## src/rtl/sclk_pkg.sv

```systemverilog
package sclk_pkg;
  localparam int SCLK_DIV_W = 3;

  typedef enum logic {
    EDGE_LEAD  = 1'b0,
    EDGE_TRAIL = 1'b1
  } sclk_edge_e;

  // Phase 0: launch on trailing edges; phase 1: launch on leading edges.
  function automatic logic launch_on(sclk_edge_e e, logic pha);
    return (e == EDGE_LEAD) ? pha : !pha;
  endfunction
endpackage

```

## src/rtl/sclk_cfg_hold.sv

```systemverilog
module sclk_cfg_hold #(
  parameter int W = 5
) (
  input  logic         clk,
  input  logic         rst,
  input  logic         load,
  input  logic [W-1:0] data_i,
  output logic [W-1:0] data_q
);
  always_ff @(posedge clk) begin
    if (rst)       data_q <= '0;
    else if (load) data_q <= data_i;
  end
endmodule

```

## src/rtl/sclk_half_timer.sv

```systemverilog
module sclk_half_timer #(
  parameter int DIV_W = 3
) (
  input  logic             clk,
  input  logic             rst,
  input  logic             active,
  input  logic [DIV_W-1:0] div,
  output logic             tick
);
  localparam int CNT_W = (1 << DIV_W) - 1;

  logic [CNT_W:0]   half_len;
  logic [CNT_W-1:0] last;
  logic [CNT_W-1:0] cnt;

  assign half_len = {{CNT_W{1'b0}}, 1'b1} << div;
  assign last     = CNT_W'(half_len - {{CNT_W{1'b0}}, 1'b1});
  assign tick     = active && (cnt == last);

  always_ff @(posedge clk) begin
    if (rst || !active || tick) cnt <= '0;
    else                        cnt <= cnt + 1'b1;
  end

  // the counter never runs past the end of a half period
  assert_cnt_bound_R3: assert property (@(posedge clk) disable iff (rst)
    active |-> (cnt <= last));
endmodule

```

## src/rtl/sclk_edge_gen.sv

```systemverilog
module sclk_edge_gen
  import sclk_pkg::*;
(
  input  logic clk,
  input  logic rst,
  input  logic en,
  input  logic run,
  input  logic tick,
  input  logic cpol_i,
  input  logic cpol_q,
  input  logic cpha_q,
  output logic active_q,
  output logic sclk_q,
  output logic launch_q,
  output logic sample_q
);
  sclk_edge_e kind;
  logic       lnch;

  assign kind = (sclk_q == cpol_q) ? EDGE_LEAD : EDGE_TRAIL;
  assign lnch = launch_on(kind, cpha_q);

  always_ff @(posedge clk) begin
    if (rst) begin
      active_q <= 1'b0;
      sclk_q   <= 1'b0;
      launch_q <= 1'b0;
      sample_q <= 1'b0;
    end else begin
      launch_q <= 1'b0;
      sample_q <= 1'b0;
      if (!en) begin
        active_q <= 1'b0;
        sclk_q   <= cpol_i;
      end else if (!active_q) begin
        sclk_q <= cpol_i;
        if (run) active_q <= 1'b1;
      end else if (tick) begin
        if (run) begin
          sclk_q   <= ~sclk_q;
          launch_q <= lnch;
          sample_q <= ~lnch;
        end else begin
          active_q <= 1'b0;
          if (kind == EDGE_TRAIL) begin
            sclk_q   <= cpol_q;
            launch_q <= lnch;
            sample_q <= ~lnch;
          end
        end
      end
    end
  end

  assert_one_strobe_R9: assert property (@(posedge clk) disable iff (rst)
    !(launch_q && sample_q));
  assert_strobe_on_edge_R9: assert property (@(posedge clk) disable iff (rst)
    (launch_q || sample_q) |-> (sclk_q != $past(sclk_q)));
  assert_edge_has_strobe_R7: assert property (@(posedge clk) disable iff (rst)
    ($past(active_q) && $past(en) && (sclk_q != $past(sclk_q))) |-> (launch_q || sample_q));
  assert_en_stop_R8: assert property (@(posedge clk) disable iff (rst)
    !en |=> (!active_q && !launch_q && !sample_q && (sclk_q == $past(cpol_i))));
endmodule

```

## src/rtl/pow2_sclk_gen.sv

```systemverilog
module pow2_sclk_gen
  import sclk_pkg::*;
#(
  parameter int DIV_W = SCLK_DIV_W
) (
  input  logic             clk,
  input  logic             rst,
  input  logic             en,
  input  logic [DIV_W-1:0] div_code,
  input  logic             cpol,
  input  logic             cpha,
  input  logic             run,
  output logic             sclk,
  output logic             launch_stb,
  output logic             sample_stb
);
  localparam int CFG_W = DIV_W + 2;

  logic             active, tick, cpol_q, cpha_q;
  logic [DIV_W-1:0] div_q;
  logic [CFG_W-1:0] cfg_q;

  sclk_cfg_hold #(.W(CFG_W)) u_cfg (
    .clk(clk), .rst(rst), .load(!active || !en),
    .data_i({div_code, cpol, cpha}), .data_q(cfg_q)
  );
  assign {div_q, cpol_q, cpha_q} = cfg_q;

  sclk_half_timer #(.DIV_W(DIV_W)) u_timer (
    .clk(clk), .rst(rst), .active(active), .div(div_q), .tick(tick)
  );

  sclk_edge_gen u_edges (
    .clk(clk), .rst(rst), .en(en), .run(run), .tick(tick),
    .cpol_i(cpol), .cpol_q(cpol_q), .cpha_q(cpha_q),
    .active_q(active), .sclk_q(sclk),
    .launch_q(launch_stb), .sample_q(sample_stb)
  );

  assert_idle_level_R2: assert property (@(posedge clk) disable iff (rst)
    !active |-> (sclk == cpol_q));
  assert_cfg_frozen_R6: assert property (@(posedge clk) disable iff (rst)
    (active && $past(active)) |-> ($stable(div_q) && $stable(cpol_q) && $stable(cpha_q)));
endmodule

```

## config.mk

```make
export PLATFORM = sky130hd
export DESIGN_NAME = pow2_sclk_gen
export DESIGN_NICKNAME = d
export VERILOG_FILES = /design/src/rtl/sclk_pkg.sv /design/src/rtl/sclk_cfg_hold.sv /design/src/rtl/sclk_half_timer.sv /design/src/rtl/sclk_edge_gen.sv /design/src/rtl/pow2_sclk_gen.sv
export SDC_FILE = /design/constraint.sdc
export NUM_CORES = 1
export LEC_CHECK = 0
export ABC_AREA = 0
export BUFFER_PORTS_ARGS = -buffer_cell sky130_fd_sc_hd__buf_2
export CAP_MARGIN = 40
export CELL_PAD_IN_SITES_DETAIL_PLACEMENT = 1
export CELL_PAD_IN_SITES_GLOBAL_PLACEMENT = 2
export CORE_ASPECT_RATIO = 1.2
export CORE_MARGIN = 5
export CORE_UTILIZATION = 34
export DETAILED_ROUTE_END_ITERATION = 12
export HOLD_SLACK_MARGIN = 0.1
export PLACE_DENSITY_LB_ADDON = 0.12
export RECOVER_POWER = 100
export SETUP_SLACK_MARGIN = 0.5
export SLEW_MARGIN = 20
export SYNTH_ARGS = -nofsm -noshare
export SYNTH_HDL_FRONTEND = slang
export SYNTH_SLANG_ARGS = --single-unit
```

## constraint.sdc

```tcl
create_clock -name clk -period 3.1 [get_ports clk]
set_clock_uncertainty 0.1 [all_clocks]
set_input_delay 0.465 -clock clk [delete_from_list [all_inputs] [get_ports clk]]
set_output_delay 0.465 -clock clk [all_outputs]
set_load 0.1 [all_outputs]
```

==> metrics.csv, run 1 <==
metric;value;unit
hold buffers post-CTS;0;
clock tree buffer depth;2;
CORE AREA;2760;um2
Critical Path Sink Type;flip-flop;
Post-Syn Nets;122;
Site Rows;21;
Leak;0.390;nW
startpoint types;flip-flop;
antenna violations before repair;0;
top cells by area, synth;dfxtp_1, xnor2_1, nor2_1, ha_1, nand2_1;
routed wire length;2.03;mm
setup bufs post-CTS;0;
Die W;58.4;um
Total GRT Usage;11.9;%
pre-CTS WS;0.562;ns
layout filler cell count;345;
slowest CP cell;dfxtp_1;
DR pass1 iterations;2;
CP max stage delay;0.41;ns
die area;3980;um2
final setup fails;0;
Max-Cap Viols;0;
via count;753;
DRC violation count after routing;0;
# IOs;12;
Post-CTS Resized;0;
top-area cell type share of the netlist area;33.5;%
total CTS buffers;3;
PD cells;431;nW/um2
Slew Limit Fails;0;
post-synth cell types;36;
gr ovfl total;0;
Worst EP arrival;2.78;ns
PortBufs;11;
Routability Congestion;0.705;
Synth Area per Inst;8.77;um2
Gate Count Post-Synth;109;
Cell Area, Synth;956;um2
RSZ-0062 raised after global routing;no;
WS Path Type;flip-flop to flip-flop;
worst r2r src;u_cfg.data_q[4]$_SDFFE_PP0P_;
clk_lat worst skew;0.30;ns
Die Height;68.1;um
Fin Hold WS;0.289;ns
proportion of layout cells with a drive suffix above 1;16.9;%
Fin Setup TNS;0;ns
min Tclk post-route;2.68;ns
Yosys top cell by area;dfxtp_1;
outcome;completed;
Fin. Hold Viols;0;
critical-path cell list;or3_1, ha_1, nor2b_1, mux2_2, a221o_1, nand3_1, o21ba_1, o22ai_2;
nets@finish;132;
area delta synth->final;9.16;%
drt wl/cell;13.3;um
Seq/Total Area, Yosys;33.5;%
pin count of the biggest net entering global routing;12;
number of vias per cell;4.95;
fmax;373;MHz
class of the worst hold path;input pin to flip-flop;
Critical Path RT;3.20;ns
Initial Util;34.6;%
final critical-path share of the clock period;86.4;%
FF+latch count, synth;16;
CTS tree;yes;
DRT iter0 DRCs;4;
first-pass GRT wire length;3.54;mm
Synth warnings;0;
Clock Sinks;16;
Post-DRT Antenna Nets;0;
vias in the first global route;754;
Clock transition at path regs;0.11;ns
H-tree levels;1;
Post-DP HPWL;1.54;mm
crit-path max FO;10;
Max rail drop VDD;0.265;mV
hold path start;div_code[0];
slack of the critical path;0.422;ns
relative slew slack;22.4;%
Root Buffer;clkbuf_4;
# diodes;0;
worst-margin pin slew;1.17;ns
Setup crit start;u_cfg.data_q[4]$_SDFFE_PP0P_;
## registers in the layout, indices dropped and copies added, names as in the netlist
signal and cells:
u_edges.sclk_q 1, u_cfg.data_q 5, u_timer.cnt 7, u_edges.launch_q 1, u_edges.active_q 1, u_edges.sample_q 1
## layer usage
layer  vias up  track usage [%]  wire length, um
met5         -                0                0
met4         0             5.22               34
met3         4             3.21               73
met2         9             18.9              898
met1       347             15.0             1020
li1        393                -                -
## layout by cell type (no fill, tap or decap), types with 2 or more instances in the layout
| master | count |
|---|---|
| dfxtp_1 | 16 |
| nor2_1 | 14 |
| nand2_1 | 10 |
| nand3_1 | 8 |
| buf_2 | 8 |
| xnor2_1 | 7 |
| inv_1 | 6 |
| a21oi_1 | 6 |
| ha_1 | 4 |
| mux2i_1 | 3 |
| clkbuf_4 | 3 |
| clkbuf_1 | 3 |
| xor2_1 | 2 |
| and2_1 | 2 |
| o211ai_1 | 2 |
| nor3_1 | 2 |
| a31oi_1 | 2 |
| o21ai_0 | 2 |
## per-stage QoR
stage	utilization [%]	cell area (um2)	instances	total power [W]
after global placement	36.9	1020	148	0.000313
after global routing	37.8	1040	152	0.000475
after CTS	38.2	1050	152	0.000461
after detailed placement	36.9	1020	148	0.000315
after floorplan	-	956	109	0.000299
final	37.8	1040	152	0.000450
## critical path: cells and delay by family, from the launching register on
| family | cells | cell delay [ns] |
|---|---|---|
| simple gates | 3 | 0.84 |
| mux | 1 | 0.27 |
| flops | 1 | 0.41 |
| compound gates | 3 | 0.62 |
| fa+ha+maj | 1 | 0.32 |
## cells in the mapped netlist (all sizes together)
library cell  count
o211ai            2
nand3b            1
nand2b            1
o21ba             1
nor2             14
nor2b             1
nand4bb           1
and3              1
a31oi             2
a221oi            1
ha                4
mux2i             3
xnor2             8
a21oi             7
inv               6
nor4              2
nor3              2
o21ai             2
clkbuf            2
nor3b             1
a221o             1
nand3             8
buf               4
o22ai             1
mux2              1
and2              2
dfxtp            16
or3               1
xor2              2
o2111ai           1
nand2            10
## final timing paths
check | end | slack [ns] | cells after the start
setup / recovery | u_edges.sclk_q$_SDFFE_PP0P_ | 0.42 | 8
hold / removal | u_cfg.data_q[2]$_SDFFE_PP0P_ | 0.29 | 3
setup reg to reg | u_edges.sclk_q$_SDFFE_PP0P_ | 0.42 | 8
hold reg to reg | u_timer.cnt[0]$_SDFF_PP0_ | 0.40 | 1
## logic make-up (layout without fill, tap and decap cells)
logic type	Yosys count	in the layout	share of synthesized area [%]
AO/OA/AOI/OAI	18	18	15.1
XOR/XNOR	10	10	9.95
adder cells (fa/ha/maj)	4	4	5.24
buffers and inverters	12	21	6.15
flip-flops	16	16	33.5
multiplexers	4	4	4.32
AND/OR/NAND/NOR	45	45	25.8
## layout make-up
| class | count | area (um2) | area share, % |
|---|---|---|---|
| Clock buffer | 4 | 36.3 | 3.48 |
| Sequential cell | 16 | 320 | 30.7 |
| Tap cell | 34 | 42.5 | 4.08 |
| Inverter | 6 | 22.5 | 2.16 |
| Multi-Input combinational cell | 81 | 571 | 54.7 |
| Timing Repair Buffer | 11 | 51.3 | 4.92 |
## where the power goes
part / switching, W / internal, W
clock network: 0.0000735 / 0.0000717
logic: 0.0000454 / 0.0000370
registers: 0.0000109 / 0.000211
Power figures use the tool's default switching activity.
==> run 2, diff against run 1 <==
--- a/config.mk
+++ b/config.mk
@@ -15,7 +15,7 @@
 export CORE_UTILIZATION = 34
 export DETAILED_ROUTE_END_ITERATION = 12
 export HOLD_SLACK_MARGIN = 0.1
-export PLACE_DENSITY_LB_ADDON = 0.12
+export PLACE_DENSITY_LB_ADDON = 0.3
 export RECOVER_POWER = 100
 export SETUP_SLACK_MARGIN = 0.5
 export SLEW_MARGIN = 20
==> run 2 against run 1 <==
Against the previous run: non-clock buffer count did not move; die area did not move; critical path type unchanged; first-iteration DRC count rose to 2.8 times the previous value; clock-buffer cell count did not move; final area fell by 1.9%; final cell count did not move; hold slack improved by 0.024 ns; maximum frequency rose by 4.0%; clock power fell by 3%; wire length rose by 7.2%.
==> metrics.csv, run 2 (synthesized netlist as in run 1, its figures left out) <==
metric;value;unit
Total GRT Usage;12.6;%
class of the worst hold path;input pin to flip-flop;
post-layout util;37.1;%
via count;782;
Register Area;322;um2
DRC violation count after routing;0;
proportion of layout cells with a drive suffix above 1;16.9;%
die area;3980;um2
commonest non-fill, non-tap cells in the layout;dfxtp_1, nor2_1, nand2_1, buf_2;
Critical Path Sink Type;flip-flop;
Die W;58.4;um
worst-margin pin slew;1.16;ns
RSZ-0062 raised after global routing;no;
Die Height;68.1;um
Initial Util;34.6;%
total CTS buffers;3;
Routability Congestion;0.761;
Fin Setup TNS;0;ns
Fin. Hold Viols;0;
drt wl/cell;14.3;um
area delta synth->final;7.07;%
Biggest register;u_timer.cnt;
vias in the first global route;832;
Max-Cap Viols;0;
WS Path Type;flip-flop to flip-flop;
hold buffers post-CTS;0;
critical-path cell list;or3_1, ha_2, nor2b_1, mux2_2, a221o_1, nand3_4, nand3b_1, nor2_1;
post-route cell area;1020;um2
area of the multi-input gates;549;um2
routed wire length;2.17;mm
gr ovfl total;0;
min Tclk post-route;2.58;ns
CP max stage delay;0.43;ns
pin count of the biggest net entering global routing;12;
# diodes;0;
CTS tree;yes;
first-pass GRT wire length;3.72;mm
startpoint types;flip-flop;
PortBufs;11;
CORE AREA;2760;um2
Slew Limit Fails;0;
Max rail drop VDD;0.217;mV
relative slew slack;22.9;%
PD cells;435;nW/um2
clock tree buffer depth;2;
H-tree levels;1;
nets@finish;132;
outcome;completed;
fmax;388;MHz
Site Rows;21;
max reg flops;7;
# IOs;12;
Clock Sinks;16;
number of vias per cell;5.14;
Post-DRT Antenna Nets;0;
Post-DP HPWL;1.71;mm
DR pass1 iterations;4;
critical path's top delay family;simple AND/OR/NAND/NOR gates;
antenna violations before repair;0;
Critical Path RT;3.23;ns
DRT iter0 DRCs;11;
top flop regs;u_timer.cnt x7, u_cfg.data_q x5;
Leak;0.380;nW
clk_lat worst skew;0.29;ns
final critical-path share of the clock period;83.1;%
layout filler cell count;352;
commonest non-fill, non-tap cell in the layout;dfxtp_1;
slowest CP cell;dfxtp_1;
crit path buf inv count;0;
final setup fails;0;
setup bufs post-CTS;0;
Root Buffer;clkbuf_4;
post-placement cell area;1020;um2
Worst EP arrival;2.71;ns
crit-path max FO;10;
Clock transition at path regs;0.10;ns
[run 2: cell type report]
class | count | area share [%]
clock buffer | 4 | 3.55
multi-input combinational | 81 | 53.7
tap | 34 | 4.16
timing repair buffer | 11 | 5.01
inverter | 6 | 2.20
sequential | 16 | 31.4
[run 2: final timing paths]
kind / start / to / slack [ns] / cells past startpoint
worst max-delay path: u_cfg.data_q[3]$_SDFFE_PP0P_ / u_timer.cnt[5]$_SDFF_PP0_ / 0.52 / 8
worst min-delay path: cpha / u_cfg.data_q[0]$_SDFFE_PP0P_ / 0.31 / 3
worst max register to register: u_cfg.data_q[3]$_SDFFE_PP0P_ / u_timer.cnt[5]$_SDFF_PP0_ / 0.52 / 8
worst min register to register: u_cfg.data_q[1]$_SDFFE_PP0P_ / u_cfg.data_q[1]$_SDFFE_PP0P_ / 0.41 / 2
[run 2: through the flow]
step | power, W | hold slack [ns] | std cells | setup slack (ns)
5_1_grt | 0.000473 | 0.302 | 152 | 0.270
3_3_place_gp | 0.000313 | 0.385 | 148 | 0.592
4_1_cts | 0.000458 | 0.305 | 152 | 0.587
3_5_place_dp | 0.000317 | 0.403 | 148 | 0.509
2_1_floorplan | 0.000299 | 0.348 | 109 | 0.630
6_report | 0.000445 | 0.313 | 152 | 0.525
[run 2: timing repair]
action	CTS	global route
endpoints found under the setup margin	1	8
pin swaps	0	0
resized for setup	1	1
[run 2: power breakdown]
part / switching (W) / total, W / internal (W)
combinational: 0.0000466 / 0.0000824 / 0.0000358
clock: 0.0000681 / 0.000140 / 0.0000715
sequential: 0.0000111 / 0.000223 / 0.000212
total: 0.000126 / 0.000445 / 0.000319
[run 2: worst reg2reg max path: cells and delay by family (launching register included)]
family | cells | cell delay (ns)
mux | 1 | 0.28
fa+ha+maj | 1 | 0.26
flops | 1 | 0.43
compound gates | 1 | 0.42
simple gates | 5 | 1.05
[run 2: routing by layer]
| metal | routed length [um] | vias up | part of all wire, % | GRT usage (%) |
|---|---|---|---|---|
| met2 | 1170 | 9 | 54 | 22.9 |
| met3 | 53 | 6 | 2.4 | 2.64 |
| met4 | 43 | 0 | 2.0 | 6.96 |
| met5 | 0 | - | 0 | 0 |
| met1 | 909 | 378 | 42 | 13.4 |
| li1 | - | 389 | - | - |
==> run 3, diff against run 2 <==
==> constraint.sdc (replaced) <==
create_clock -name clk -period 2.4 [get_ports clk]
set_clock_uncertainty 0.1 [all_clocks]
set_input_delay 0.36 -clock clk [delete_from_list [all_inputs] [get_ports clk]]
set_output_delay 0.36 -clock clk [all_outputs]
set_load 0.1 [all_outputs]
==> run 3 against run 2 <==
Against the previous run: final cell count is 4.6% higher; critical path depth stayed put; final area is 12% higher; via count is 2.7% higher; wire length is 7.5% higher; flip-flop and latch count stayed put; die area stayed put; core utilization is 4.6 points higher; clock-buffer cell count stayed put; critical endpoint is now u_timer.cnt[1]$_SDFF_PP0_; highest routed layer unchanged.
==> metrics.csv, run 3 (synthesized netlist as in run 1, its figures left out) <==
metric;value;unit
met2 usage;22.8;%
slowest CP cell;or3_4;
area delta synth->final;20.3;%
layout filler cell count;345;
Worst EP arrival;2.41;ns
Clock Sinks;16;
Max rail drop VDD;0.292;mV
reg2reg path depth;8;
critical-path cell list;or3_4, ha_4, xnor2_1, mux2_4, a221o_1, nand3_4, nand3b_4, nor2_1;
Routability Congestion;0.806;
crit path buf inv count;0;
post-route insts no fill;159;
min Tclk post-route;2.28;ns
worst-margin pin slew;1.18;ns
CORE AREA;2760;um2
class of the worst hold path;input pin to flip-flop;
Max-Cap Viols;0;
Biggest register;u_timer.cnt;
met3 usage;1.89;%
Die W;58.4;um
GRT met1 Usage;15.9;%
die area;3980;um2
gr ovfl total;0;
GR peak layer;met2;
post-route cell area;1150;um2
CP max stage delay;0.39;ns
proportion of layout cells with a drive suffix above 1;26.4;%
via count;803;
critical path's top delay family;simple AND/OR/NAND/NOR gates;
Initial Util;34.6;%
DR pass1 iterations;4;
final setup fails;0;
drt wl/cell;14.7;um
DRC violation count after routing;0;
Total GRT Usage;13.4;%
PortBufs;11;
fmax;438;MHz
Clock transition at path regs;0.10;ns
DRT iter0 DRCs;18;
Slew Limit Fails;0;
clk_lat worst skew;0.30;ns
Fin. Hold Viols;0;
Critical Path Sink Type;flip-flop;
H-tree levels;1;
# IOs;12;
startpoint types;flip-flop;
final critical-path share of the clock period;95.1;%
Post-DP HPWL;1.73;mm
top flop regs;u_timer.cnt x7, u_cfg.data_q x5;
number of vias per cell;5.05;
first-pass GRT wire length;3.98;mm
PD cells;537;nW/um2
antenna violations before repair;0;
RSZ-0062 raised after global routing;yes;
clock tree buffer depth;2;
Critical Path End;u_timer.cnt[1]$_SDFF_PP0_;
CTS tree;yes;
pin count of the biggest net entering global routing;12;
commonest non-fill, non-tap cells in the layout;dfxtp_1, nor2_1, nand2_1, buf_2;
nets@finish;139;
# diodes;0;
Post-DRT Antenna Nets;0;
FF-to-FF setup slack;0.12;ns
Fin Setup TNS;0;ns
total CTS buffers;3;
max reg flops;7;
Die Height;68.1;um
Root Buffer;clkbuf_4;
Leak;0.436;nW
crit-path max FO;8;
vias in the first global route;852;
outcome;completed;
CP Depth;8;
Critical Path RT;2.53;ns
reg-to-reg endpoint;u_timer.cnt[1]$_SDFF_PP0_;
routed wire length;2.34;mm
post-placement cell area;1050;um2
relative slew slack;21.9;%
Site Rows;21;
Placed Instances;151;
Power Total;0.000617;W
Setup crit start;u_cfg.data_q[3]$_SDFFE_PP0P_;
commonest non-fill, non-tap cell in the layout;dfxtp_1;
worst r2r src;u_cfg.data_q[3]$_SDFFE_PP0P_;
WS Path Type;flip-flop to flip-flop;
-- run 3: cell count changes in the layout (fill, tap and decap cells not counted), sizes merged --
cell | previous run | this run
buf | 8 | 15
-- run 3: final cells by class --
cell class	count	area, um2	share of cell area, %
Clock buffer	4	36.3	3.16
Inverter	6	22.5	1.96
Multi-Input combinational cell	81	624	54.3
Sequential cell	16	320	27.9
Tap cell	34	42.5	3.70
Timing Repair Buffer	18	104	9.03
-- run 3: metrics by stage --
| stage | utilization, % | hold WS [ns] | setup slack (ns) |
|---|---|---|---|
| after floorplan | - | 0.348 | 0.0778 |
| after global placement | 38.0 | 0.379 | 0.139 |
| after detailed placement | 38.0 | 0.387 | 0.0532 |
| after CTS | 41.5 | 0.181 | 0.110 |
| after global routing | 41.7 | 0.197 | 0.0338 |
| final | 41.7 | 0.200 | 0.117 |
-- run 3: per-layer routing --
layer,part of all wire [%],vias up
li1,-,406
met1,44,382
met2,51,11
met3,2.7,4
met4,1.9,0
met5,0,-
-- run 3: where the power goes --
part	switching [W]	internal (W)	total (W)	leakage, nW
clock network	0.0000938	0.0000926	0.000186	0.0210
logic	0.0000780	0.0000705	0.000148	0.284
registers	0.00000933	0.000273	0.000282	0.131
total	0.000181	0.000436	0.000617	0.436
-- run 3: how the worst min path moves through the flow --
stage | to | cells past startpoint | startpoint | slack, ns
2_1_floorplan | u_timer.cnt[0]$_SDFF_PP0_ | 1 | u_timer.cnt[0]$_SDFF_PP0_ | 0.35
3_3_place_gp | u_cfg.data_q[0]$_SDFFE_PP0P_ | 2 | u_cfg.data_q[0]$_SDFFE_PP0P_ | 0.38
3_5_place_dp | u_cfg.data_q[0]$_SDFFE_PP0P_ | 2 | u_cfg.data_q[0]$_SDFFE_PP0P_ | 0.39
4_1_cts | u_cfg.data_q[0]$_SDFFE_PP0P_ | 3 | cpha | 0.18
5_1_grt | u_cfg.data_q[4]$_SDFFE_PP0P_ | 3 | div_code[2] | 0.20
6_report | u_cfg.data_q[0]$_SDFFE_PP0P_ | 3 | cpha | 0.20
-- run 3: timing repair --
| item | CTS | global route |
|---|---|---|
| pin swaps | 4 | 4 |
| hold buffers | 0 | 0 |
| endpoints found under the hold margin | 0 | 0 |
| setup endpoints to repair | 11 | 11 |
| setup buffers | 3 | 1 |
| gates resized for setup | 8 | 4 |
-- run 3: tightest hold or removal path: stages --
cell     delay [ns]
buf_2          0.10
nand2_1        0.05
a21oi_1        0.05
